--- src/rtl/spi_irq_pkg.sv ---
package spi_irq_pkg;

    localparam int DATA_W  = 32;
    localparam int ADDR_W  = 8;
    localparam int N_SRC   = 7;
    localparam int RST_LEN = 16;

    localparam logic [ADDR_W-1:0] A_GIE  = 8'h1C;
    localparam logic [ADDR_W-1:0] A_STAT = 8'h20;
    localparam logic [ADDR_W-1:0] A_EN   = 8'h28;
    localparam logic [ADDR_W-1:0] A_SRST = 8'h40;

    localparam logic [DATA_W-1:0] SRST_KEY = 32'h0000_000A;
    localparam int GIE_BIT = 31;

    // Event source positions (bit index in the flag register)
    typedef enum logic [2:0] {
        SRC_MODE_FLT   = 3'd0,
        SRC_SLV_FLT    = 3'd1,
        SRC_TX_EMPTY   = 3'd2,
        SRC_TX_UNDER   = 3'd3,
        SRC_RX_FULL    = 3'd4,
        SRC_RX_OVER    = 3'd5,
        SRC_TX_HALF    = 3'd6
    } src_e;

    typedef struct packed {
        logic gie_we;
        logic stat_we;
        logic en_we;
        logic key_hit;   // write to reset register with the correct key
        logic key_miss;  // write to reset register with any other value
    } wr_dec_t;

    function automatic wr_dec_t decode_wr(input logic wr,
                                          input logic [ADDR_W-1:0] addr,
                                          input logic [DATA_W-1:0] data);
        wr_dec_t d;
        d.gie_we   = wr && (addr == A_GIE);
        d.stat_we  = wr && (addr == A_STAT);
        d.en_we    = wr && (addr == A_EN);
        d.key_hit  = wr && (addr == A_SRST) && (data == SRST_KEY);
        d.key_miss = wr && (addr == A_SRST) && (data != SRST_KEY);
        return d;
    endfunction

endpackage

--- src/rtl/irq_src_latch.sv ---
module irq_src_latch #(
    parameter int N = 7
) (
    input  logic         clk,
    input  logic         rst,
    input  logic [N-1:0] evt_i,
    input  logic         clr_we,
    input  logic [N-1:0] clr_mask,
    input  logic         wipe,
    output logic [N-1:0] status_o
);
    logic [N-1:0] prev_q;
    logic [N-1:0] rise;
    logic [N-1:0] status_q;

    // A line high at reset release is treated as already seen
    always_ff @(posedge clk) begin
        if (rst) prev_q <= '1;
        else     prev_q <= evt_i;
    end

    assign rise = evt_i & ~prev_q;

    generate
        for (genvar i = 0; i < N; i++) begin : g_bit
            always_ff @(posedge clk) begin
                if (rst || wipe)
                    status_q[i] <= 1'b0;
                else if (rise[i])
                    status_q[i] <= 1'b1;
                else if (clr_we && clr_mask[i])
                    status_q[i] <= 1'b0;
            end
        end
    endgenerate

    assign status_o = status_q;


    rise_sets_chk: assert property (@(posedge clk) disable iff (rst)
        (rise != '0 && !wipe) |=> ((status_q & $past(rise)) == $past(rise)));

    flag_sticky_chk: assert property (@(posedge clk) disable iff (rst)
        (!clr_we && !wipe) |=> ((status_q & $past(status_q)) == $past(status_q)));

    wipe_clears_chk: assert property (@(posedge clk) disable iff (rst)
        wipe |=> (status_q == '0));

endmodule

--- src/rtl/srst_pulse.sv ---
module srst_pulse #(
    parameter int LEN = 16
) (
    input  logic clk,
    input  logic rst,
    input  logic fire,
    output logic pulse_o
);
    localparam int CNT_W = $clog2(LEN + 1);
    localparam logic [CNT_W-1:0] LEN_C = CNT_W'(LEN);

    logic [CNT_W-1:0] cnt_q;

    always_ff @(posedge clk) begin
        if (rst)
            cnt_q <= '0;
        else if (fire)
            cnt_q <= LEN_C;
        else if (cnt_q != '0)
            cnt_q <= cnt_q - 1'b1;
    end

    assign pulse_o = (cnt_q != '0);


    reload_chk: assert property (@(posedge clk) disable iff (rst)
        fire |=> (cnt_q == LEN_C));

    countdown_chk: assert property (@(posedge clk) disable iff (rst)
        (!fire && cnt_q != '0) |=> (cnt_q == $past(cnt_q) - 1'b1));

    start_chk: assert property (@(posedge clk) disable iff (rst)
        $rose(pulse_o) |-> $past(fire));

endmodule

--- src/rtl/spi_irq_agg.sv ---
module spi_irq_agg
    import spi_irq_pkg::*;
#(
    parameter int NSRC = N_SRC,
    parameter int RLEN = RST_LEN
) (
    input  logic              clk,
    input  logic              rst,
    input  logic [NSRC-1:0]   evt_i,
    input  logic              bus_wr,
    input  logic [ADDR_W-1:0] bus_addr,
    input  logic [DATA_W-1:0] bus_wdata,
    output logic [DATA_W-1:0] bus_rdata,
    output logic              irq_o,
    output logic              core_rst_o
);
    localparam int PAD = DATA_W - NSRC;

    wr_dec_t          dec;
    logic [NSRC-1:0]  status;
    logic [NSRC-1:0]  en_q;
    logic             gie_q;

    assign dec = decode_wr(bus_wr, bus_addr, bus_wdata);

    irq_src_latch #(.N(NSRC)) u_latch (
        .clk      (clk),
        .rst      (rst),
        .evt_i    (evt_i),
        .clr_we   (dec.stat_we),
        .clr_mask (bus_wdata[NSRC-1:0]),
        .wipe     (dec.key_hit),
        .status_o (status)
    );

    srst_pulse #(.LEN(RLEN)) u_srst (
        .clk     (clk),
        .rst     (rst),
        .fire    (dec.key_hit),
        .pulse_o (core_rst_o)
    );

    always_ff @(posedge clk) begin
        if (rst || dec.key_hit) begin
            en_q  <= '0;
            gie_q <= 1'b0;
        end else begin
            if (dec.en_we)  en_q  <= bus_wdata[NSRC-1:0];
            if (dec.gie_we) gie_q <= bus_wdata[GIE_BIT];
        end
    end

    always_comb begin
        unique case (bus_addr)
            A_GIE:   bus_rdata = {gie_q, {(DATA_W-1){1'b0}}};
            A_STAT:  bus_rdata = {{PAD{1'b0}}, status};
            A_EN:    bus_rdata = {{PAD{1'b0}}, en_q};
            default: bus_rdata = '0;
        endcase
    end

    assign irq_o = gie_q && ((status & en_q) != '0);


    irq_needs_gie_chk: assert property (@(posedge clk) disable iff (rst)
        irq_o |-> gie_q);

    irq_needs_flag_chk: assert property (@(posedge clk) disable iff (rst)
        (status == '0) |-> !irq_o);

    bad_key_chk: assert property (@(posedge clk) disable iff (rst)
        (dec.key_miss && !core_rst_o) |=> !core_rst_o);

    gie_hold_chk: assert property (@(posedge clk) disable iff (rst)
        (!dec.gie_we && !dec.key_hit) |=> $stable(gie_q));

endmodule

--- config.mk ---
export PLATFORM = sky130hd
export DESIGN_NAME = spi_irq_agg
export DESIGN_NICKNAME = d
export VERILOG_FILES = /design/src/rtl/spi_irq_pkg.sv /design/src/rtl/irq_src_latch.sv /design/src/rtl/srst_pulse.sv /design/src/rtl/spi_irq_agg.sv
export SDC_FILE = /design/constraint.sdc
export NUM_CORES = 1
export LEC_CHECK = 0
export ABC_AREA = 1
export BUFFER_PORTS_ARGS = -buffer_cell sky130_fd_sc_hd__clkbuf_2
export CAP_MARGIN = 20
export CORE_UTILIZATION = 27
export DETAILED_ROUTE_END_ITERATION = 8
export PLACE_DENSITY = 0.55
export SETUP_SLACK_MARGIN = 0.4
export SYNTH_ARGS = -nofsm -noshare
export SYNTH_HDL_FRONTEND = slang
export SYNTH_SLANG_ARGS = --single-unit
export TNS_END_PERCENT = 50
--- constraint.sdc ---
create_clock -name clk -period 2.9 [get_ports clk]
set_input_delay 0.145 -clock clk [delete_from_list [all_inputs] [get_ports clk]]
set_output_delay 0.145 -clock clk [all_outputs]
set_load 0.05 [all_outputs]
==> results of run 1 <==
-- Yosys cell counts, types with 2 or more instances --
master / instances
o21ai_0: 2
o21ai_2: 5
nand3_1: 10
buf_6: 2
a21oi_1: 10
dfxtp_1: 27
nor2_2: 13
nor2_1: 37
xor2_1: 2
nor3_1: 4
nand2_2: 2
o22ai_1: 9
buf_4: 24
inv_1: 66
inv_2: 3
o21ai_1: 2
nand2_1: 42
-- power groups by stage --
stage                     Clock [W]  Combinational (W)  Sequential (W)
after floorplan                   0           0.000320        0.000434
final                      0.000215           0.000370        0.000430
after global routing       0.000235           0.000422        0.000435
after detailed placement          0           0.000371        0.000439
after CTS                  0.000226           0.000372        0.000430
after global placement            0           0.000369        0.000439
-- layer usage --
layer	vias up	wire [um]
li1	872	-
met1	693	1560
met2	45	1700
met3	4	229
met4	0	37
met5	-	0
-- worst paths after layout --
check	start	to	slack, ns	depth (start not counted)
worst max-delay path	u_srst.cnt_q[0]	core_rst_o	1.22	6
worst min-delay path	rst	u_srst.cnt_q[4]	0.03	2
worst max register to register	u_srst.cnt_q[0]	u_srst.cnt_q[1]	1.54	8
worst min register to register	u_latch.status_o[1]	u_latch.status_o[1]	0.52	2
-- worst max-delay path, cell delays in order (launching register included) --
cell      delay [ns]
dfxtp_1         0.34
inv_1           0.06
ha_1            0.16
inv_1           0.06
nor3_1          0.17
nand2_1         0.19
clkbuf_2        0.29
-- layout make-up --
| class | instances | area, um2 | area share [%] |
|---|---|---|---|
| clock buffer | 4 | 45.0 | 2.18 |
| inverter | 71 | 268 | 13.0 |
| multi-input combinational | 170 | 820 | 39.7 |
| sequential | 27 | 541 | 26.2 |
| tap | 75 | 93.8 | 4.55 |
| timing repair buffer | 59 | 295 | 14.3 |
-- per-stage QoR --
| stage | power, W | instances | worst slack (ns) |
|---|---|---|---|
| 6_report | 0.00102 | 406 | 1.22 |
| 5_1_grt | 0.00109 | 406 | 1.07 |
| 4_1_cts | 0.00103 | 406 | 1.21 |
| 3_5_place_dp | 0.000810 | 402 | 1.34 |
| 3_3_place_gp | 0.000807 | 402 | 1.38 |
| 2_1_floorplan | 0.000754 | 295 | 1.28 |
-- sequential cells by signal, summed over array words and instances (netlist names) --
name and flops:
gie_q 1, u_srst.cnt_q 5, u_latch.status_o 7, u_latch.prev_q 7
en_q 7
-- logic make-up after synthesis --
kind of cell | after synthesis | share of synthesized area (%)
compound gates | 28 | 9.73
xor+xnor | 2 | 1.00
flops | 27 | 30.9
fa+ha+maj | 1 | 0.715
other cells | 1 | 0.214
buf+inv | 98 | 27.2
simple gates | 115 | 30.3
==> results.md, run 1 <==
* Status: completed
* 1st-iter DRT viols at 42
* Pre-Repair DR Iteration Count at 4
* Min-Delay Path Class: input pin to flip-flop
* Clock-pin slew on the worst setup and hold paths at approximately 0.09 ns
* Synth Flop Type: dfxtp_1
* Pleak at about 1.0 nW
* Mapped Cells at 272
* CP arrival at 1.54 ns
* Clock skew at 0.00553 ns
* Hold-fix buffers, CTS at 0
* Syn-to-layout area delta at 17.9%
* Synth warn at 0
* Fill cell count at 706
* Unique masters post-synth at 29
* Vias/cell at a little under 4
* Tmin final at 1.68 ns
* Top Usage Layer GRT: met2
* Worst-path fanout max at 6
* Avg WL per Cell at 8.70 um
* Share of layout cells above drive strength 1 at 27.5%
* Cts bufs inserted at 3
* Routed Antenna Nets at 0
* Met3 GRT Util at 3.30%
* Endpoints failing setup at 0
* Post-DP HPWL at 3000 um
* Power share of the sequential group at 42.4%
* PortBufs at 59
* Startpoint types: flip-flop
* Critical path type: flip-flop to output pin
* Most common cell after layout, fill and taps aside: inv_1
* Achievable Freq at just under 0.6 GHz
* Initial antenna violation count at 0
* Num rows at 28
* Die Wd at 82.5 um
* Max Cap Violations at 0
* Post-CTS Resized at 0
* Starting Density at 28.7%
* Final Max Tran Viols at 0
* Worst skew pair latency at 0.27 ns
* Switching Power at 0.000397 W
* Nets@finish at 383
* Switching power share of the total at 39.1%
* Final wirelength at roughly 3500 um
* CTS tree: done
* Grt met1 use at between 10 and 15%
* DRC Markers at 0
* Global-route wire length before repair at 5860 um
* Pin count of the biggest net entering global routing at 20
* Die Area at 6800 um2
* FF+latch count, synth at 27
* GR Util met2 at between 20% and 30%
* Core area at 6100 um2
* Max H-tree Level at 1
* Mean cell area of the mapped netlist at 6.43 um2
* Post-Layout Inst Area at 2060 um2
* Maximum VDD drop at 0.212 mV
* Hold Fails Final Rpt at 0
* Post-CTS Setup Inserts at 0
* Die Ht at between 80 and 90 um
* Yosys top cell area share at 30.9%
* Post-synthesis sequential area ratio at 30.9%
* Io pins at 84
* Number of synthesized flops with an enable pin at 0
* Worst Path Required at 2.76 ns
* Hold_ws at between 0.03 and 0.04 ns
* Cell area after synthesis at 1750 um2
* Comb pwr share at 36.5%
* Most frequent cells in the layout: 66 x inv_1, 59 x clkbuf_2, 42 x nand2_1, 37 x nor2_1, 27 x dfxtp_1
* Crit share post-route at 58.0%
* Ys async rst share at 0%
* Core Util, Final at 33.8%
* Gr ovfl total at 0
* Crit. End Element: output pin
* Setup TNS at 0 ns
* N_diodes at 0
* Cell Int Power at 0.000618 W
* Pwr Density at 492 nW/um2
* Sink Count at 27
* Top cells by area, synth: dfxtp_1 31%, inv_1 14%, buf_4 10%
* Synth area leader: dfxtp_1
* Clock power frac at a little over a fifth
* Via count at 1614
* RSZ-0062 raised after global routing: no
* Placed cell area at 2020 um2
* CTS root buf: clkbuf_8
* GPL Wtd Cong at 0.723
* CTS Buffer Depth at 2
* Vias in the first global route at 1447
* GRT Total Usage at 11.3%
Power figures use the tool's default switching activity.
==> run 2, diff against run 1 <==
clock period = 1.7 ns   (was 2.9 ns; I/O delays follow)
==> run 2 against run 1 <==
Against the previous run:
- total power increased by 110%
- register-to-register slack got worse by 1.2 ns
- via count is 2.2% higher
- hold slack worse by 0.031 ns
- first-iteration DRC count grew 79%
- core utilization increased by 3.8 points
- critical path type unchanged
- critical endpoint unchanged
- largest cell class unchanged
- largest power group is now combinational cells
- highest routed layer unchanged
==> results.md, run 2 (synthesis gave the netlist of run 1 again) <==
* Pin count of the biggest net entering global routing at 20 (unchanged)
* Syn-to-layout area delta at 31.3%
* Vias/cell at 3.94 (-0.94%)
* Die Ht at 82.5 um (unchanged)
* Maximum VDD drop at 0.797 mV (+280%)
* CTS root buf: clkbuf_8
* Tmin final at 1.37 ns
* Initial antenna violation count at 0 (unchanged)
* Cts bufs inserted at 3 (unchanged)
* Min-Delay Path Class: input pin to flip-flop
* Share of layout cells above drive strength 1 at 34.9% (+7.4 points)
* Sink Count at 27 (unchanged)
* Vias in the first global route at 1486 (+2.7%)
* Status: completed
* Cell count after placement at 403 (+0.25%)
* Starting Density at 28.7% (unchanged)
* Setup TNS at 0 ns (unchanged)
* Endpoints failing setup at 0 (unchanged)
* Via count at 1650 (+2.2%)
* Num rows at 28 (unchanged)
* Layout Cells excl Fill at 419 (+3.2%)
* Pleak at 1.13 nW (+8.0%)
* Critical Path Slowest Stage Cell: dfxtp_2
* Clock-pin slew on the worst setup and hold paths at 0.09 ns (about the same)
* Pre-Repair DR Iteration Count at 4 (unchanged)
* Io pins at 84 (unchanged)
* Final Max Tran Viols at 0 (unchanged)
* Achievable Freq at 0.730 GHz
* RSZ-0062 raised after global routing: yes
* Max H-tree Level at 1 (unchanged)
* Global-route wire length before repair at 6150 um (+4.9%)
* Hold_ws at 0.00355 ns (-0.0309 ns)
* Die Wd at 82.5 um (unchanged)
* Final wirelength at 3750 um (+6.2%)
* Clock skew at 0.00290 ns (-0.00263 ns)
* Delay-heaviest family, CP: flip-flops
* Avg WL per Cell at 8.95 um (+2.9%)
* Worst Path Required at 1.62 ns (-1.14 ns)
* Hold Fails Final Rpt at 0 (unchanged)
* Critical path type: flip-flop to output pin
* Die Area at 6800 um2 (unchanged)
* N_diodes at 0 (unchanged)
* Post-DP HPWL at 3050 um (+1.4%)
* Pwr Density at 919 nW/um2 (+87%)
* Gr ovfl total at 0 (unchanged)
* CTS tree: done
* 1st-iter DRT viols at 75 (+79%)
* Largest stage delay, worst path at 0.33 ns (about the same)
* Worst-path fanout max at 2 (-4)
* PortBufs at 59 (unchanged)
* Max Cap Violations at 0 (unchanged)
* DRC Markers at 0 (unchanged)
* CTS Buffer Depth at 2 (unchanged)
* Crit share post-route at 80.6%
* CP arrival at 1.29 ns (-0.25 ns)
* Most frequent cells in the layout: 63 x inv_1, 55 x clkbuf_2, 40 x nand2_1, 36 x nor2_1, 24 x conb_1
* GPL Wtd Cong at 0.715 (-1.0%)
* Routed Antenna Nets at 0 (unchanged)
* Crit. End Element: output pin
* Fill cell count at 691 (-2.1%)
* Crit-path cells: inv_2, ha_4, inv_2, nor3_4, nand2_4, clkbuf_16
* Worst skew pair latency at 0.27 ns (about the same)
* Core area at 6100 um2 (unchanged)
* Buf/Inv on CP at 3 (unchanged)
* Nets@finish at 396 (+3.4%)
* Most common cell type on the critical path: inv_2
* Most common cell after layout, fill and taps aside: inv_1
* Startpoint types: flip-flop
* GRT Total Usage at 11.7% (+0.45 points)
## run 2: cell count changes in the layout (fill, tap and decap cells not counted), moves of 2 or more
cell / before / now
dfxtp_2: 0 / 8
clkbuf_4: 0 / 2
dfxtp_1: 27 / 19
nand2_1: 42 / 40
buf_4: 0 / 6
inv_2: 3 / 6
inv_1: 66 / 63
clkbuf_2: 59 / 55
o22ai_1: 9 / 6
o22ai_2: 0 / 3
dlygate4sd3_1: 0 / 6
## run 2: what timing repair did
item | in CTS | in global routing
setup buffers | 3 | 3
endpoints found under the hold margin | 6 | 0
endpoints found under the setup margin | 2 | 14
pin swaps | 4 | 9
gates resized for setup | 14 | 19
hold buffers | 6 | 0
## run 2: cell type report
cell class | instances | area (um2) | share of cell area [%]
Sequential cell | 27 | 551 | 24.0
Tap cell | 75 | 93.8 | 4.09
Multi-Input combinational cell | 170 | 891 | 38.8
Clock buffer | 3 | 41.3 | 1.80
Inverter | 71 | 268 | 11.7
Timing Repair Buffer | 72 | 447 | 19.5
Clock inverter | 1 | 5.00 | 0.218
## run 2: path summary, 6_finish.rpt
path / from / to / slack (ns) / cells past startpoint
min reg2reg: u_latch.status_o[0] / u_latch.status_o[0] / 0.52 / 2
min: evt_i[4] / u_latch.prev_q[4] / 0.004 / 3
max reg2reg: u_srst.cnt_q[1] / u_srst.cnt_q[0] / 0.39 / 9
max: u_srst.cnt_q[1] / core_rst_o / 0.33 / 6
## run 2: layer usage
layer | wire length (um) | track usage [%] | vias to the layer above
li1 | - | - | 896
met2 | 1880 | 22.1 | 43
met1 | 1710 | 13.7 | 709
met4 | 7 | 2.07 | 0
met3 | 154 | 2.31 | 2
met5 | 0 | 0 | -
## run 2: worst min-delay path, cell delays in order
cell and delay, ns:
clkbuf_2 0.07, inv_1 0.04, nand2_1 0.04
## run 2: report_power, final
group / switching (W) / internal (W) / total, W
registers: 0.0000564 / 0.000700 / 0.000756
logic: 0.000549 / 0.000447 / 0.000996
clock network: 0.000194 / 0.000164 / 0.000358
total: 0.000799 / 0.00131 / 0.00211
## run 2: stage by stage
step | power [W] | utilization, % | setup slack, ns | cell area (um2)
detailed placement | 0.00143 | 33.4 | 0.401 | 2040
finish | 0.00211 | 37.7 | 0.329 | 2300
global placement | 0.00142 | 33.4 | 0.421 | 2040
CTS | 0.00201 | 36.5 | 0.294 | 2220
global route | 0.00227 | 37.7 | 0.273 | 2300
floorplan | 0.00133 | - | 0.203 | 1850
==> run 3, diff against run 2 <==
clock period = 1.4 ns   (was 1.7 ns; I/O delays follow)
==> run 3 against run 2 <==
Against the previous run:
- the run now ends with negative hold slack left
- hold slack got worse by 0.0055 ns
- worst setup slack got worse by 0.25 ns
- sequential share of layout area decreased by 3.3 points
- final cell count increased by 2.6%
- via count increased by 2.0%
- routed wire length increased by 5.0%
- critical path depth unchanged
- global-route usage about the same
==> results.md, run 3 (synthesis gave the netlist of run 1 again) <==
* Status: complete, but fails checks
* Violations in the final reports: negative hold slack
* DRC Markers at 0 (unchanged)
* Seq. cell area at 562 um2 (+2.0%)
* Worst Path Required at 1.33 ns (-0.29 ns)
* Io pins at 84 (unchanged)
* R2R cell count at 9 (unchanged)
* PortBufs at 59 (unchanged)
* Post-DP HPWL at 3040 um (-0.17%)
* Vias/cell at 3.91 (-0.61%)
* Pwr Density at 932 nW/um2 (+1.4%)
* Most common cell after layout, fill and taps aside: inv_1
* Clock skew at 0.00112 ns (-0.00178 ns)
* Nets@finish at 407 (+2.8%)
* CTS Buffer Depth at 2 (unchanged)
* Cell count after placement at 404 (+0.25%)
* Pleak at 1.25 nW (+11%)
* Clock-pin slew on the worst setup and hold paths at 0.10 ns (about the same)
* Startpoint types: flip-flop
* GRT Total Usage at 11.7% (-0.049 points)
* Share of layout cells above drive strength 1 at 50.7% (+16 points)
* Hold EP: u_latch.prev_q[5]
* Hold path cells at 3 (unchanged)
* Achievable Freq at roughly 0.76 GHz
* Worst-path fanout max at 2 (unchanged)
* Gr ovfl total at 0 (unchanged)
* Crit. End Element: output pin
* Hold Fails Final Rpt at 1 (+1)
* Sink Count at 27 (unchanged)
* Reg2reg end: u_srst.cnt_q[0]
* Maximum VDD drop at 0.661 mV (-17%)
* Hold_ws at -0.00191 ns (-0.00546 ns)
* N_diodes at 0 (unchanged)
* Via count at 1683 (+2.0%)
* Die Area at 6800 um2 (unchanged)
* RSZ-0062 raised after global routing: yes
* Pin count of the biggest net entering global routing at 20 (unchanged)
* Core area at 6100 um2 (unchanged)
* Tmin final at around 1.3 ns
* Initial antenna violation count at 0 (unchanged)
* CTS root buf: clkbuf_8
* GPL Wtd Cong at 0.718 (+0.38%)
* Max Cap Violations at 0 (unchanged)
* Critical path type: flip-flop to output pin
* Worst skew pair latency at 0.27 ns (about the same)
* Routed Antenna Nets at 0 (unchanged)
* R2r setup slk at 0.12 ns (-0.27 ns)
* Area of the multi-input gates at 1080 um2 (+21%)
* Final wirelength at 3940 um (+5.0%)
* Final Max Tran Viols at 0 (unchanged)
* CP arrival at 1.25 ns (-0.04 ns)
* Num rows at 28 (unchanged)
* Avg WL per Cell at 9.16 um (+2.3%)
* Min-Delay Path Class: input pin to flip-flop
* Most frequent cells in the layout: 46 x inv_1, 45 x clkbuf_2, 33 x nand2_1, 32 x nor2_1, 24 x conb_1
* Syn-to-layout area delta at 55.2%
* Die Ht at 82.5 um (unchanged)
* Core Util, Final at 44.5% (+6.9 points)
* CTS tree: done
* Fill cell count at 616 (-11%)
* Hold_sp: evt_i[5]
* Endpoints failing setup at 0 (unchanged)
* Crit share post-route at between 90% and 100%
* Vias in the first global route at 1512 (+1.7%)
* Cts bufs inserted at 3 (unchanged)
* Layout Cells excl Fill at 430 (+2.6%)
* Pre-Repair DR Iteration Count at 4 (unchanged)
* Global-route wire length before repair at 6250 um (+1.7%)
* Die Wd at 82.5 um (unchanged)
* Starting Density at 28.7% (unchanged)
* 1st-iter DRT viols at 43 (-43%)
* Critical R2R Launch: u_srst.cnt_q[0]
* Max H-tree Level at 1 (unchanged)
==> run 3: worst max-delay path: stages, from the launching register on <==
cell	delay, ns
dfxtp_2	0.34
inv_2	0.06
ha_4	0.13
inv_2	0.04
nor3_4	0.15
nand2_4	0.08
clkbuf_16	0.17
==> run 3: area by class of cell <==
type,count,area share (%)
Tap cell,75,3.46
Clock buffer,3,1.52
Multi-Input combinational cell,170,39.9
Clock inverter,1,0.184
Sequential cell,27,20.7
Timing Repair Buffer,83,23.8
Inverter,71,10.5
==> run 3: per-stage QoR <==
step / cell area (um2) / power, W / setup slack, ns / setup TNS [ns]
floorplan: 1960 / 0.00169 / 0.182 / 0
global placement: 2150 / 0.00180 / 0.154 / 0
detailed placement: 2150 / 0.00182 / 0.147 / 0
CTS: 2430 / 0.00246 / 0.0204 / 0
global route: 2720 / 0.00270 / -0.0113 / -0.0166
finish: 2720 / 0.00253 / 0.0813 / 0
==> run 3: where the power goes <==
group / switching (W) / leakage (nW) / internal (W)
Clock: 0.000251 / 0.0255 / 0.000200
Combinational: 0.000660 / 0.997 / 0.000500
Sequential: 0.0000685 / 0.229 / 0.000851
==> run 3: how the worst max path moves through the flow <==
stage | start | endpoint | slack (ns)
2_1_floorplan | u_srst.cnt_q[0] | u_srst.cnt_q[0] | 0.18
3_3_place_gp | bus_addr[7] | bus_rdata[1] | 0.15
3_5_place_dp | bus_addr[7] | bus_rdata[1] | 0.15
4_1_cts | u_srst.cnt_q[0] | core_rst_o | 0.02
5_1_grt | u_srst.cnt_q[0] | core_rst_o | -0.01
6_report | u_srst.cnt_q[0] | core_rst_o | 0.08
==> run 3: timing repair <==
item,in CTS,in global routing
hold endpoints to repair,7,0
resized for setup,39,83
pin swaps,6,29
hold buffers,7,0
setup buffers,6,9
setup endpoints to repair,15,25
==> run 3: metal layers <==
metal / wire length (um) / part of all wire [%] / GRT usage, % / vias up
met4: 38 / 0.96 / 2.59 / 0
met2: 2070 / 53 / 22.1 / 38
met1: 1710 / 43 / 14.0 / 721
met3: 117 / 3.0 / 1.21 / 4
met5: 0 / 0 / 0 / -
li1: - / - / - / 920
